==> config.mk <==
export PLATFORM = sky130hd
export DESIGN_NAME = ssi_tx
export DESIGN_NICKNAME = d
export VERILOG_FILES = /design/src/rtl/ssi_tx_pkg.sv /design/src/rtl/ssi_tx_sync.sv /design/src/rtl/ssi_tx_ctrl.sv /design/src/rtl/ssi_tx_dpath.sv /design/src/rtl/ssi_tx.sv
export SDC_FILE = /design/constraint.sdc
export NUM_CORES = 1
export LEC_CHECK = 0
export ABC_AREA = 1
export BUFFER_PORTS_ARGS = -buffer_cell sky130_fd_sc_hd__buf_2
export CAP_MARGIN = 5
export CORE_UTILIZATION = 39
export CTS_CLUSTER_DIAMETER = 50
export DETAILED_ROUTE_END_ITERATION = 6
export GPL_TIMING_DRIVEN = 0
export MAX_ROUTING_LAYER = met4
export PLACE_DENSITY = 0.55
export SLEW_MARGIN = 20
export SYNTH_ARGS = -nofsm -noshare
export SYNTH_HDL_FRONTEND = slang
export SYNTH_HIERARCHICAL = 1
export SYNTH_SLANG_ARGS = --single-unit
==> constraint.sdc <==
create_clock -name clk -period 2.9 [get_ports clk]
set_clock_uncertainty 0.05 [all_clocks]
set_input_delay 0.145 -clock clk [delete_from_list [all_inputs] [get_ports clk]]
set_output_delay 0.145 -clock clk [all_outputs]
set_load 0.02 [all_outputs]
==> src/rtl/ssi_tx_pkg.sv <==
package ssi_tx_pkg;

  typedef enum logic [1:0] {
    ST_ARMED = 2'd0,
    ST_SHIFT = 2'd1,
    ST_DONE  = 2'd2
  } ssiState_t;

  typedef struct packed {
    logic latch;
    logic shift;
    logic park;
    logic rearm;
  } ssiStrb_t;

endpackage

==> src/rtl/ssi_tx_sync.sv <==
module ssi_tx_sync (
  input  logic clk,
  input  logic rstN,
  input  logic asyncIn,
  output logic riseDet,
  output logic fallDet
);

  logic stageA;
  logic stageB;
  logic stageC;

  always_ff @(posedge clk or negedge rstN) begin
    if (!rstN) begin
      stageA <= 1'b1;
      stageB <= 1'b1;
      stageC <= 1'b1;
    end else begin
      stageA <= asyncIn;
      stageB <= stageA;
      stageC <= stageB;
    end
  end

  assign riseDet = stageB & ~stageC;
  assign fallDet = ~stageB & stageC;

endmodule

==> src/rtl/ssi_tx_ctrl.sv <==
module ssi_tx_ctrl
  import ssi_tx_pkg::*;
#(
  parameter int WORD_W   = 25,
  parameter int MONO_CYC = 4000,
  localparam int CNT_W   = $clog2(WORD_W + 1),
  localparam int MONO_W  = $clog2(MONO_CYC)
) (
  input  logic              clk,
  input  logic              rstN,
  input  logic              riseDet,
  input  logic              fallDet,
  output ssiStrb_t          strb,
  output logic              armed,
  output logic              done,
  output logic [MONO_W-1:0] monoCnt
);

  localparam logic [CNT_W-1:0]  LAST_RISE = CNT_W'(WORD_W);
  localparam logic [MONO_W-1:0] MONO_LOAD = MONO_W'(MONO_CYC - 1);

  ssiState_t        state;
  logic [CNT_W-1:0] riseCnt;
  logic             edgeDet;
  logic             monoZero;

  assign edgeDet  = riseDet | fallDet;
  assign monoZero = (monoCnt == '0);

  always_ff @(posedge clk or negedge rstN) begin
    if (!rstN) begin
      state   <= ST_ARMED;
      monoCnt <= '0;
      riseCnt <= '0;
    end else begin
      case (state)
        ST_ARMED: begin
          if (fallDet) begin
            state   <= ST_SHIFT;
            monoCnt <= MONO_LOAD;
            riseCnt <= '0;
          end
        end
        ST_SHIFT: begin
          if (edgeDet) begin
            monoCnt <= MONO_LOAD;
            if (riseDet) begin
              if (riseCnt == LAST_RISE) state <= ST_DONE;
              else riseCnt <= riseCnt + 1'b1;
            end
          end else if (monoZero) begin
            state <= ST_ARMED;
          end else begin
            monoCnt <= monoCnt - 1'b1;
          end
        end
        ST_DONE: begin
          if (edgeDet) monoCnt <= MONO_LOAD;
          else if (monoZero) state <= ST_ARMED;
          else monoCnt <= monoCnt - 1'b1;
        end
        default: state <= ST_ARMED;
      endcase
    end
  end

  always_comb begin
    strb.latch = (state == ST_ARMED) && fallDet;
    strb.shift = (state == ST_SHIFT) && riseDet && (riseCnt != LAST_RISE);
    strb.park  = (state == ST_SHIFT) && riseDet && (riseCnt == LAST_RISE);
    strb.rearm = (state != ST_ARMED) && !edgeDet && monoZero;
  end

  assign armed = (state == ST_ARMED);
  assign done  = (state == ST_DONE);

endmodule

==> src/rtl/ssi_tx_dpath.sv <==
module ssi_tx_dpath
  import ssi_tx_pkg::*;
#(
  parameter int WORD_W    = 25,
  parameter bit HOLD_LAST = 1'b0
) (
  input  logic              clk,
  input  logic              rstN,
  input  ssiStrb_t          strb,
  input  logic [WORD_W-1:0] posWord,
  output logic              dataOut
);

  logic [WORD_W-1:0] shReg;

  always_ff @(posedge clk or negedge rstN) begin
    if (!rstN) begin
      shReg   <= '0;
      dataOut <= 1'b1;
    end else begin
      if (strb.latch) begin
        shReg <= posWord;
      end else if (strb.shift) begin
        dataOut <= shReg[WORD_W-1];
        shReg   <= {shReg[WORD_W-2:0], 1'b0};
      end else if (strb.park) begin
        if (!HOLD_LAST) dataOut <= 1'b0;
      end else if (strb.rearm) begin
        dataOut <= 1'b1;
      end
    end
  end

endmodule

==> src/rtl/ssi_tx.sv <==
module ssi_tx
  import ssi_tx_pkg::*;
#(
  parameter int WORD_W    = 25,
  parameter int MONO_CYC  = 4000,
  parameter bit HOLD_LAST = 1'b0,
  localparam int MONO_W   = $clog2(MONO_CYC)
) (
  input  logic              clk,
  input  logic              rstN,
  input  logic              ctrlClkIn,
  input  logic [WORD_W-1:0] posWord,
  output logic              dataOut
);

  logic              riseDet;
  logic              fallDet;
  logic              armed;
  logic              done;
  logic [MONO_W-1:0] monoCnt;
  ssiStrb_t          strb;

  ssi_tx_sync u_sync (
    .clk     (clk),
    .rstN    (rstN),
    .asyncIn (ctrlClkIn),
    .riseDet (riseDet),
    .fallDet (fallDet)
  );

  ssi_tx_ctrl #(
    .WORD_W   (WORD_W),
    .MONO_CYC (MONO_CYC)
  ) u_ctrl (
    .clk     (clk),
    .rstN    (rstN),
    .riseDet (riseDet),
    .fallDet (fallDet),
    .strb    (strb),
    .armed   (armed),
    .done    (done),
    .monoCnt (monoCnt)
  );

  ssi_tx_dpath #(
    .WORD_W    (WORD_W),
    .HOLD_LAST (HOLD_LAST)
  ) u_dpath (
    .clk     (clk),
    .rstN    (rstN),
    .strb    (strb),
    .posWord (posWord),
    .dataOut (dataOut)
  );

endmodule

==> run metrics <==
outcome completed; Leak Pwr ~0.0016 uW; clock transition at the registers of the reported paths approximately 0.090 ns; mapped cell area between 2000 and 3000 um2; CTS sink count 48; WL/cell roughly 11 um; Crit-path slowest cell dfrtp_1; Arr. time, crit path a little over 2 ns; Ports 29; CP Launch Type flip-flop; Worst Tran Pin Value roughly 0.60 ns; most frequent cells in the layout nand2_1, nand3_1, dfrtp_1; crit-path leading delay family simple AND/OR/NAND/NOR gates; fin crit share between 60% and 70%; RSZ-0062 raised after global routing false; max-cap violations 0; CP most frequent cell nand2_1; Setup Fix Bufs, Post-CTS 0; Post-DRT Antenna Nets 0; total congestion overflow 0; Placed Cells between 400 and 500; fill cell total of the finished layout 648; final wirelength ~5200 um; PortBufs 28; most common cell after layout, fill and taps aside nand2_1; Cell variety after synth 23; DRC viols 0; num rows 29; area of the multi-input gates approximately 1200 um2; initial cell density of the core between 40% and 50%; Die Ht ~84 um; Util after Layout 48.1%; critical path buffer and inverter count 3; Hold WC Path Type in -> reg; FMAX 0.534 GHz; Worst path max stage delay 0.45 ns; DRT iter0 DRCs 87; final-stage net count ~420; DRT Pass-1 Iters 4; Mapped Nets around 380; largest net degree at the start of global routing 49; Yosys warnings 6; clk_lat worst skew ~0.3 ns; vias in the first global route between 2000 and 2500; Hold Vio Cnt, Final 0; Root Driver clkbuf_8; detailed placer's ending HPWL between 3000 and 4000 um; Design Power roughly 2400 uW; die span in x 83.7 um; crit path time final roughly 1.9 ns; critical path class reg -> reg; headroom to the max-slew limit 60.0%; worst-path cell chain inv_1 > ha_1 > inv_2 > nor2_2 > nor2_4 > nand2_4 > nand2_2 > buf_6 > nand2_1 > nand2_1 > nand2_1; setup slack after placement slightly above 1 ns; crit path max fanout 10; Post-Synthesis Cells 341; post-synthesis register bit count 48; Worst R2R Path Depth 11; Power Density approximately 770 nW/um2; die area 7010 um2; IR drop worst, VDD ~0.48 mV; H-tree levels 2; Slew Viols, Final 0; Worst path depth 11; Avg Inst Size Synth between 7 and 8 um2; initial antenna violation count 0; Worst EP required around 3.1 ns; clk buf depth 2; CP endpoint kind flip-flop; Seq/Total Area, Yosys 46.3%; ant diodes 0; area grow syn2layout 18.1%; FF+latch area between 1000 and 1500 um2; setup_tns 0 ns; Vias 2198; Inserted Clock Buffers 5; share of post-route cells with drive strength above 1 18.0%; CTS tree yes; Core Box Area 6390 um2; Setup WS post-layout between 1 and 1.5 ns; final-report setup violation count 0; Final Wtd Congestion 0.785; Tot GR Track Use between 15 and 20%; post-CTS resize count 0; drt via density between 4 and 5; first-pass GRT wire length a little over 9000 um; final cell count without fillers between 400 and 500; Hold Path Cell Cnt 3
[cell families after synthesis]
group,after synthesis,share of synthesized area [%]
AND/OR/NAND/NOR,219,37.0
flip-flops,48,46.3
buffers and inverters,47,8.60
AO/OA/AOI/OAI,17,3.70
adder cells (fa/ha/maj),7,3.36
XOR/XNOR,3,1.01
[synthesized netlist by cell type]
master,instances,share of area (%)
o21ai_0,12,2.3
o21ai_2,3,1.0
nand3_1,48,9.2
o21ai_1,1,0.19
inv_2,3,0.43
nand2_2,5,1.2
nand3b_1,1,0.29
nor3_1,2,0.38
nor2_1,20,2.9
nor2_4,3,1.3
buf_6,6,2.6
xor2_1,3,1.0
nand4_1,4,0.96
buf_2,2,0.38
ha_1,7,3.4
or2_2,1,0.24
dfrtp_1,44,42
nand2_4,2,0.86
dfstp_2,4,4.0
a21oi_1,1,0.19
inv_1,36,5.2
nand2_1,128,18
nor2_2,5,1.2
[power by group]
part	internal (uW)	total, uW	leakage (uW)	switching [uW]
clock	282	522	0.0000614	240
combinational	313	828	0.000965	515
sequential	884	1010	0.000569	125
total	1480	2360	0.00160	880
[metrics by stage]
stage / hold slack [ns] / cell area [um2]
3_3_place_gp: 0.202 / 2840
2_1_floorplan: -0.201 / 2600
5_1_grt: 0.00321 / 3070
4_1_cts: 0.000419 / 3060
6_report: 0.00757 / 3070
3_5_place_dp: 0.160 / 2840
[worst paths after layout]
kind,startpoint,endpoint,slack [ns]
max in group asynchronous,rstN,u_ctrl/monoCnt[3],2.06
max reg2reg,u_ctrl/state[0],u_ctrl/monoCnt[8],1.03
min in group asynchronous,rstN,u_ctrl/riseCnt[0],0.33
min reg2reg,u_sync/stageA,u_sync/stageB,0.31
max,u_ctrl/state[0],u_ctrl/monoCnt[8],1.03
min,posWord[8],u_dpath/shReg[8],0.008
[area by class of cell]
| cell class | instances | area share (%) |
|---|---|---|
| Clock buffer | 6 | 2.69 |
| Multi-Input combinational cell | 246 | 38.2 |
| Inverter | 39 | 4.76 |
| Buffer | 8 | 2.52 |
| Sequential cell | 48 | 39.2 |
| Tap cell | 77 | 3.13 |
| Clock inverter | 2 | 1.26 |
| Timing Repair Buffer | 39 | 8.22 |
[state kept, by name, summed over array words and instances (netlist names)]
register and count:
u_ctrl/monoCnt 12, u_ctrl/riseCnt 5, u_ctrl/state 2, u_dpath/dataOut 1, u_dpath/shReg 25, u_sync/stageA 1
u_sync/stageB 1, u_sync/stageC 1
[worst reg2reg max path: stages, from the launching register on]
cell and delay (ns):
dfrtp_1 0.45, inv_1 0.09, ha_1 0.24, inv_2 0.08, nor2_2 0.06, nor2_4 0.24, nand2_4 0.14, nand2_2 0.11
buf_6 0.14, nand2_1 0.06, nand2_1 0.05, nand2_1 0.05
[layer usage]
metal	GRT usage (%)	vias up	part of all wire, %
li1	-	1159	-
met1	21.1	1006	51
met2	26.2	26	45
met3	3.36	7	2.5
met4	5.24	0	1.2
met5	-	-	0
[what timing repair did]
action	CTS	global route
endpoints found under the setup margin	0	0
hold endpoints to repair	53	1
hold buffers	10	1
(Power assumes the default switching activity.)
